$ cat src/rtl/vcr_pkg.sv
package vcr_pkg;
  typedef enum logic [1:0] {
    POS_NONE = 2'd0,
    POS_W0   = 2'd1,
    POS_W1   = 2'd2,
    POS_W2   = 2'd3
  } pre_pos_e;

  typedef enum logic {
    KIND_TRS = 1'b0,
    KIND_ANC = 1'b1
  } pre_kind_e;
endpackage

$ cat src/rtl/vcr_clamp.sv
module vcr_clamp #(
  parameter int DATA_W  = 10,
  parameter int TRUNC_W = 2
) (
  input  logic [DATA_W-1:0] data_i,
  input  logic              en_i,
  output logic [DATA_W-1:0] data_o
);
  localparam int unsigned BAND = 1 << TRUNC_W;
  localparam logic [DATA_W-1:0] MAX_CODE = {DATA_W{1'b1}};
  localparam logic [DATA_W-1:0] HI_LIM   = MAX_CODE - DATA_W'(BAND - 1);
  localparam logic [DATA_W-1:0] HI_OUT   = HI_LIM - 1'b1;
  localparam logic [DATA_W-1:0] LO_LIM   = DATA_W'(BAND - 1);
  localparam logic [DATA_W-1:0] LO_OUT   = DATA_W'(BAND);

  always_comb begin
    data_o = data_i;
    if (en_i) begin
      if (data_i >= HI_LIM)      data_o = HI_OUT;
      else if (data_i <= LO_LIM) data_o = LO_OUT;
    end
  end
endmodule

$ cat src/rtl/vcr_preamble.sv
module vcr_preamble
  import vcr_pkg::*;
#(
  parameter int DATA_W  = 10,
  parameter int TRUNC_W = 2
) (
  input  logic [DATA_W-1:0] data_i,
  input  logic [1:0]        pos_i,
  input  logic              kind_i,
  output logic              hit_o,
  output logic [DATA_W-1:0] word_o
);
  localparam logic [DATA_W-1:0] ONES  = {DATA_W{1'b1}};
  localparam logic [DATA_W-1:0] ZEROS = '0;

  logic first_word;

  always_comb begin
    first_word = (pos_i == POS_W0);
    // timing reference starts high, ancillary starts low
    if (kind_i == KIND_TRS) word_o = first_word ? ONES : ZEROS;
    else                    word_o = first_word ? ZEROS : ONES;
    hit_o = (pos_i != POS_NONE) &&
            (data_i[DATA_W-1:TRUNC_W] == word_o[DATA_W-1:TRUNC_W]);
  end
endmodule

$ cat src/rtl/vcr_out_reg.sv
module vcr_out_reg #(
  parameter int DATA_W = 10
) (
  input  logic              clk_i,
  input  logic              rst_ni,
  input  logic              valid_i,
  input  logic [DATA_W-1:0] data_i,
  output logic              valid_o,
  output logic [DATA_W-1:0] data_o
);
  always_ff @(posedge clk_i or negedge rst_ni) begin
    if (!rst_ni) begin
      valid_o <= 1'b0;
      data_o  <= '0;
    end else begin
      valid_o <= valid_i;
      if (valid_i) data_o <= data_i;
    end
  end
endmodule

$ cat src/rtl/vid_code_remap.sv
module vid_code_remap
  import vcr_pkg::*;
#(
  parameter int DATA_W  = 10,
  parameter int TRUNC_W = 2
) (
  input  logic              clk_i,
  input  logic              rst_ni,
  input  logic [DATA_W-1:0] data_i,
  input  logic              valid_i,
  input  logic              active_i,
  input  logic [1:0]        pre_pos_i,
  input  logic              pre_kind_i,
  input  logic              bypass_i,
  output logic [DATA_W-1:0] data_o,
  output logic              valid_o
);
  localparam logic [DATA_W-1:0] MAX_CODE = {DATA_W{1'b1}};
  localparam logic [DATA_W-1:0] HI_LIM   = MAX_CODE - DATA_W'((1 << TRUNC_W) - 1);
  localparam logic [DATA_W-1:0] LO_LIM   = DATA_W'((1 << TRUNC_W) - 1);

  logic              marker;
  logic              pre_hit;
  logic [DATA_W-1:0] pre_word;
  logic [DATA_W-1:0] clamp_word;
  logic [DATA_W-1:0] next_word;

  assign marker = (pre_pos_i != POS_NONE);

  vcr_clamp #(.DATA_W(DATA_W), .TRUNC_W(TRUNC_W)) u_clamp (
    .data_i (data_i),
    .en_i   (active_i && !marker),
    .data_o (clamp_word)
  );

  vcr_preamble #(.DATA_W(DATA_W), .TRUNC_W(TRUNC_W)) u_pre (
    .data_i (data_i),
    .pos_i  (pre_pos_i),
    .kind_i (pre_kind_i),
    .hit_o  (pre_hit),
    .word_o (pre_word)
  );

  always_comb begin
    if (bypass_i)     next_word = data_i;
    else if (marker)  next_word = pre_hit ? pre_word : data_i;
    else              next_word = clamp_word;
  end

  vcr_out_reg #(.DATA_W(DATA_W)) u_oreg (
    .clk_i   (clk_i),
    .rst_ni  (rst_ni),
    .valid_i (valid_i),
    .data_i  (next_word),
    .valid_o (valid_o),
    .data_o  (data_o)
  );

  a_r1_high_clamp: assert property (@(posedge clk_i) disable iff (!rst_ni)
    valid_i && !bypass_i && !marker && active_i && data_i >= HI_LIM
    |=> data_o == HI_LIM - 1'b1);

  a_r2_low_clamp: assert property (@(posedge clk_i) disable iff (!rst_ni)
    valid_i && !bypass_i && !marker && active_i && data_i <= LO_LIM
    |=> data_o == LO_LIM + 1'b1);

  a_r3_outside_pass: assert property (@(posedge clk_i) disable iff (!rst_ni)
    valid_i && !bypass_i && !marker && !active_i
    |=> data_o == $past(data_i));

  a_r4_trs_first: assert property (@(posedge clk_i) disable iff (!rst_ni)
    valid_i && !bypass_i && pre_kind_i == KIND_TRS && pre_pos_i == POS_W0 &&
    data_i[DATA_W-1:TRUNC_W] == MAX_CODE[DATA_W-1:TRUNC_W]
    |=> data_o == MAX_CODE);

  a_r5_anc_later: assert property (@(posedge clk_i) disable iff (!rst_ni)
    valid_i && !bypass_i && pre_kind_i == KIND_ANC && pre_pos_i != POS_W0 &&
    marker && data_i[DATA_W-1:TRUNC_W] == MAX_CODE[DATA_W-1:TRUNC_W]
    |=> data_o == MAX_CODE);

  a_r7_bypass: assert property (@(posedge clk_i) disable iff (!rst_ni)
    valid_i && bypass_i |=> data_o == $past(data_i));

  a_r8_valid_delay: assert property (@(posedge clk_i) disable iff (!rst_ni)
    1'b1 |=> valid_o == $past(valid_i));

  a_r9_hold: assert property (@(posedge clk_i) disable iff (!rst_ni)
    !valid_i |=> $stable(data_o));

  always_comb begin
    if (!rst_ni) a_r10_reset: assert (!valid_o && data_o == '0);
  end
endmodule

$ cat config.mk
export PLATFORM = sky130hd
export DESIGN_NAME = vid_code_remap
export DESIGN_NICKNAME = d
export VERILOG_FILES = /design/src/rtl/vcr_pkg.sv /design/src/rtl/vcr_clamp.sv /design/src/rtl/vcr_preamble.sv /design/src/rtl/vcr_out_reg.sv /design/src/rtl/vid_code_remap.sv
export SDC_FILE = /design/constraint.sdc
export NUM_CORES = 1
export LEC_CHECK = 0
export BUFFER_PORTS_ARGS = -buffer_cell sky130_fd_sc_hd__buf_2
export CAP_MARGIN = 20
export CELL_PAD_IN_SITES_DETAIL_PLACEMENT = 0
export CELL_PAD_IN_SITES_GLOBAL_PLACEMENT = 1
export CORE_MARGIN = 5
export CORE_UTILIZATION = 28
export CTS_CLUSTER_DIAMETER = 100
export DETAILED_ROUTE_END_ITERATION = 8
export HOLD_SLACK_MARGIN = 0.1
export PLACE_DENSITY = 0.8
export SLEW_MARGIN = 10
export SYNTH_ARGS = -nofsm -noshare
export SYNTH_HDL_FRONTEND = slang
export SYNTH_SLANG_ARGS = --single-unit
export TNS_END_PERCENT = 100
$ cat constraint.sdc
create_clock -name clk_i -period 0.8 [get_ports clk_i]
set_input_delay 0.16 -clock clk_i [delete_from_list [all_inputs] [get_ports clk_i]]
set_output_delay 0.16 -clock clk_i [all_outputs]
set_load 0.005 [all_outputs]
After elaboration in Yosys (flattened, before gate mapping)
Cells that the tools add are included.

Word-level logic and storage cells: 19. Output and inout port bits: 11. Register bits after elaboration: 11.

Muxes and demuxes: 9. Equality and inequality tests: 2. $lt $le $gt $ge: 2. Reduce and logical (&&, ||, !) cells: 4.

Operators by type and width (number): two-way mux 10 bit (9); greater-or-equal comparator 10 bit (second input constant) (1); less-or-equal comparator 10 x 2 -> 1 bit (second input constant) (1); == test 8 bit (1); == test 2 x 1 -> 1 bit (second input constant) (1); logical AND 1 bit (2); nonzero test 2 bit (1); logical NOT 1 bit (1).

Logic depth before layout (Yosys ltp)
Depth in word-level cells: 8. Mapped depth: 5. Depth with buffers taken out: 5.

Cells and area by module
A second synthesis with hierarchy kept.

Cells, all modules: 99. Area, all modules: 987.2 um2.

Modules (own cells, without submodules): vcr_out_reg (seq. area each 275.3 um2, times used 1, area each 436.7 um2, cells each 22); vid_code_remap (seq. area each 0.0 um2, times used 1, area each 282.8 um2, cells each 39); vcr_preamble (seq. area each 0.0 um2, times used 1, area each 148.9 um2, cells each 19); vcr_clamp (seq. area each 0.0 um2, times used 1, area each 118.9 um2, cells each 19).

Least setup slack after synthesis
OpenSTA, ideal clock, no wires.

Path type: input-to-reg. Start point: input data_i[6]. End point: register u_oreg.data_o[0]. Arrival time: 1.259 ns. Stages on the path: 5. Required time: 0.677 ns. Setup slack: -0.582 ns. Path buffers: 0. Cells stage by stage: nor4_2 a21oi_1 a21o_1 a2111o_1 o221a_2.

Longest elaborated chain between the ends: 6. Elaborated cells between the ends (all ways): 10.

Ends and longest elaborated chain: from (decl) (line vid_code_remap.sv:9) `input logic [DATA_W-1:0] data_i,`; less-or-equal comparator 10 x 2 -> 1 bit (line vcr_clamp.sv:20) `else if (data_i <= LO_LIM) data_o = LO_OUT;`; two-way mux 10 bit (line vcr_clamp.sv:20); two-way mux 10 bit (line vcr_clamp.sv:19) `if (data_i >= HI_LIM) data_o = HI_OUT;`; two-way mux 10 bit (line vcr_clamp.sv:18) `if (en_i) begin`; two-way mux 10 bit (*) (line vid_code_remap.sv:46) `else if (marker) next_word = pre_hit ? pre_word : data_i;`; two-way mux 10 bit (*) (line vid_code_remap.sv:45) `if (bypass_i) next_word = data_i;`; to (signal assigned) (line vcr_out_reg.sv:17) `if (valid_i) data_o <= data_i;`; to (decl) (line vcr_out_reg.sv:9) `output logic [DATA_W-1:0] data_o`.

Mark *: on every way between the ends. The rest lies on a longest branch, timed or not. A chain may end at the register's enable or synchronous reset.

Worst setup path in the final report
Start point: input data_i[4]. End point: register u_oreg.data_o[1].

The elaborated chain is that of the path after synthesis.

==> results.toml <==
[outcome]
status = "complete, but fails checks"
violations = "setup timing"

[clock_tree]
ctsLongestPathBuffers = 2
cts_buffers = 3
ctsHtreeMaxLevel = 1
clk_pin_slew_ps = 70
cts_tree = "yes"
clockRootBuffer = "clkbuf_4"
clk-insertion-delay-late_ps = 260
clock_sinks = 11

[logic_synthesis]
yosys.area.top_type = "dfrtp_1"
seq_area_frac_synth_pct = 50.5
ys.flop_type = "dfrtp_1"
ys_seq_elements = 11
ys_async_sr_fraction_pct = 100
synth_edf_count = 0
syn-mean-instance-area_sq_um = 13.0
ys_types = 19
synth_nets = 60
syn_area_sq_um = 546
ys_top_cells_by_area = "dfrtp_1, mux2_2, nor4_2"
yosysWarnings = 0
synthCells = 42
yosys.area.top_type_share_pct = 50.5

[final_layout]
num_antenna_cells = 0
layout-drive-gt1-share_pct = 68.6
final_cell_area_sq_um = 942
final_common_cell = "buf_2"
final_util_pct = 49.5
final_cell_mix = "buf_2, buf_4, dfrtp_1"
area_growth_pct = 72.7
final_nets = 105

[floorplan]
die_h_um = 54.1
die_w_um = 54.1
die_area_sq_mm = 0.00293
core_area_sq_mm = 0.00190
ios = 29
rows = 16
start_util_pct = 28.7

[timing]
period_needed_ps = 1220
finalHoldViolCount = 0
fmax_mhz = 819
worstMarginPinSlew_ps = 274
timing.hold.ws_ps = 144
rsz0062_at_grt = "true"
finalCritPeriodShare_pct = 153
worst_slack_ps = -421
slew_headroom_pct = 81.6
fin_worst_skew_ps = 0
setup_violations = 16
finalMaxSlewViolations = 0

[global_route]
track_usage_pct = 10.3
grt_pass1_vias = 518
antenna_found_initial = 0
grt.overflow.total = 0
grt_max_degree = 12
grt_pass1_wl_um = 2190

[pwr]
power.density_mw_per_mm2 = 1420
p_switching_uw = 334
p_leak_uw = 0.000438
swShare_pct = 24.9
power.internal_uw = 1010
share_comb_of_total_power_pct = 25.5
irDropWorstVdd_uv = 858
p_clk_share_pct = 27.2
power_frac_seq_pct = 47.2

[detailed_routing]
dr.pass1.iters = 3
via_per_inst = 4.65
final_antenna_net_count = 0
drcViolationCount = 0
wl_um = 1400
drt_iter0_drc = 2
vias = 525
wl_per_cell_um = 12.4

[worst_setup_path]
required_ps = 950
critPathMaxFanout = 3
crit_arrival_ps = 1370
cp-start-kind = "primary input"
endpoint_kind = "flop"
setup.worst_path.class = "primary input to flop"

[placement]
io_buffers = 28
place_area_sq_um = 798
hpwl_um = 1090
place_ws_ps = -717
gp_congestion = 0.847

[run]
maxCapViolations = 0

[worst_hold_path]
hold_path.class = "primary input to flop"
==> metal layers <==
layer / up-vias / track usage, % / share of wire, %
li1: 256 / - / -
met1: 256 / 13.2 / 41
met2: 11 / 17.3 / 54
met3: 2 / 0.831 / 3.8
met4: 0 / 4.98 / 1.4
met5: - / 0 / 0
==> critical path: stages <==
cell and delay, ps:
buf_8 100, nor4_4 320, a21oi_1 110, a21o_1 160
a2111o_1 380, o221a_2 130
==> synth_stat cells (2+ instances only) <==
master	count
nand4_1	2
o221a_2	2
nor2b_1	3
mux2_2	8
nor4_2	2
a21oi_1	2
dfrtp_1	11
==> what timing repair did <==
item,CTS,global route
setup buffers,3,1
pin swaps,6,7
hold endpoints to repair,11,0
gates resized for setup,9,12
setup endpoints to repair,14,16
gates cloned,0,0
hold buffers,1,0
==> path summary, 6_finish.rpt <==
check,from,endpoint,slack [ps],cells after the start
max,data_i[4],u_oreg.data_o[1],-420,6
min,data_i[4],u_oreg.data_o[4],140,2
max reg2reg,u_oreg.data_o[5],u_oreg.data_o[5],-60,2
min reg2reg,u_oreg.data_o[6],u_oreg.data_o[6],500,1
max in group asynchronous,rst_ni,u_oreg.data_o[6],290,2
min in group asynchronous,rst_ni,u_oreg.data_o[9],300,2
==> stage by stage <==
step / setup TNS, ps / total power, uW / std cells
floorplan: -1190 / 750 / 42
global placement: -2290 / 922 / 104
detailed placement: -2320 / 925 / 104
CTS: -2390 / 1330 / 112
global route: -2920 / 1440 / 113
finish: -2300 / 1340 / 113
==> cell type report <==
class / count / area (sq um)
fillers: 177 / 960
multi-input cells: 30 / 323
repair buffers: 41 / 284
flip-flops and latches: 11 / 275
well taps: 27 / 33.8
clock buffers: 4 / 26.3
==> power by group through the flow <==
stage	Sequential, uW	Combinational (uW)	Clock [uW]
floorplan	651	99.2	0
global placement	645	277	0
detailed placement	645	280	0
CTS	633	314	381
global route	640	375	420
finish	634	343	366
==> state kept, by name, indices dropped and copies added, names as in the netlist <==
| signal | flops |
|---|---|
| u_oreg.data_o | 10 |
| u_oreg.valid_o | 1 |
==> cell families after synthesis <==
family / Yosys count / synth area share (%)
AO/OA/AOI/OAI: 10 / 16.7
buffers and inverters: 1 / 0.687
multiplexers: 8 / 16.5
flip-flops: 11 / 50.5
AND/OR/NAND/NOR: 12 / 15.6
No activity file was read; power rests on OpenSTA's default activity.
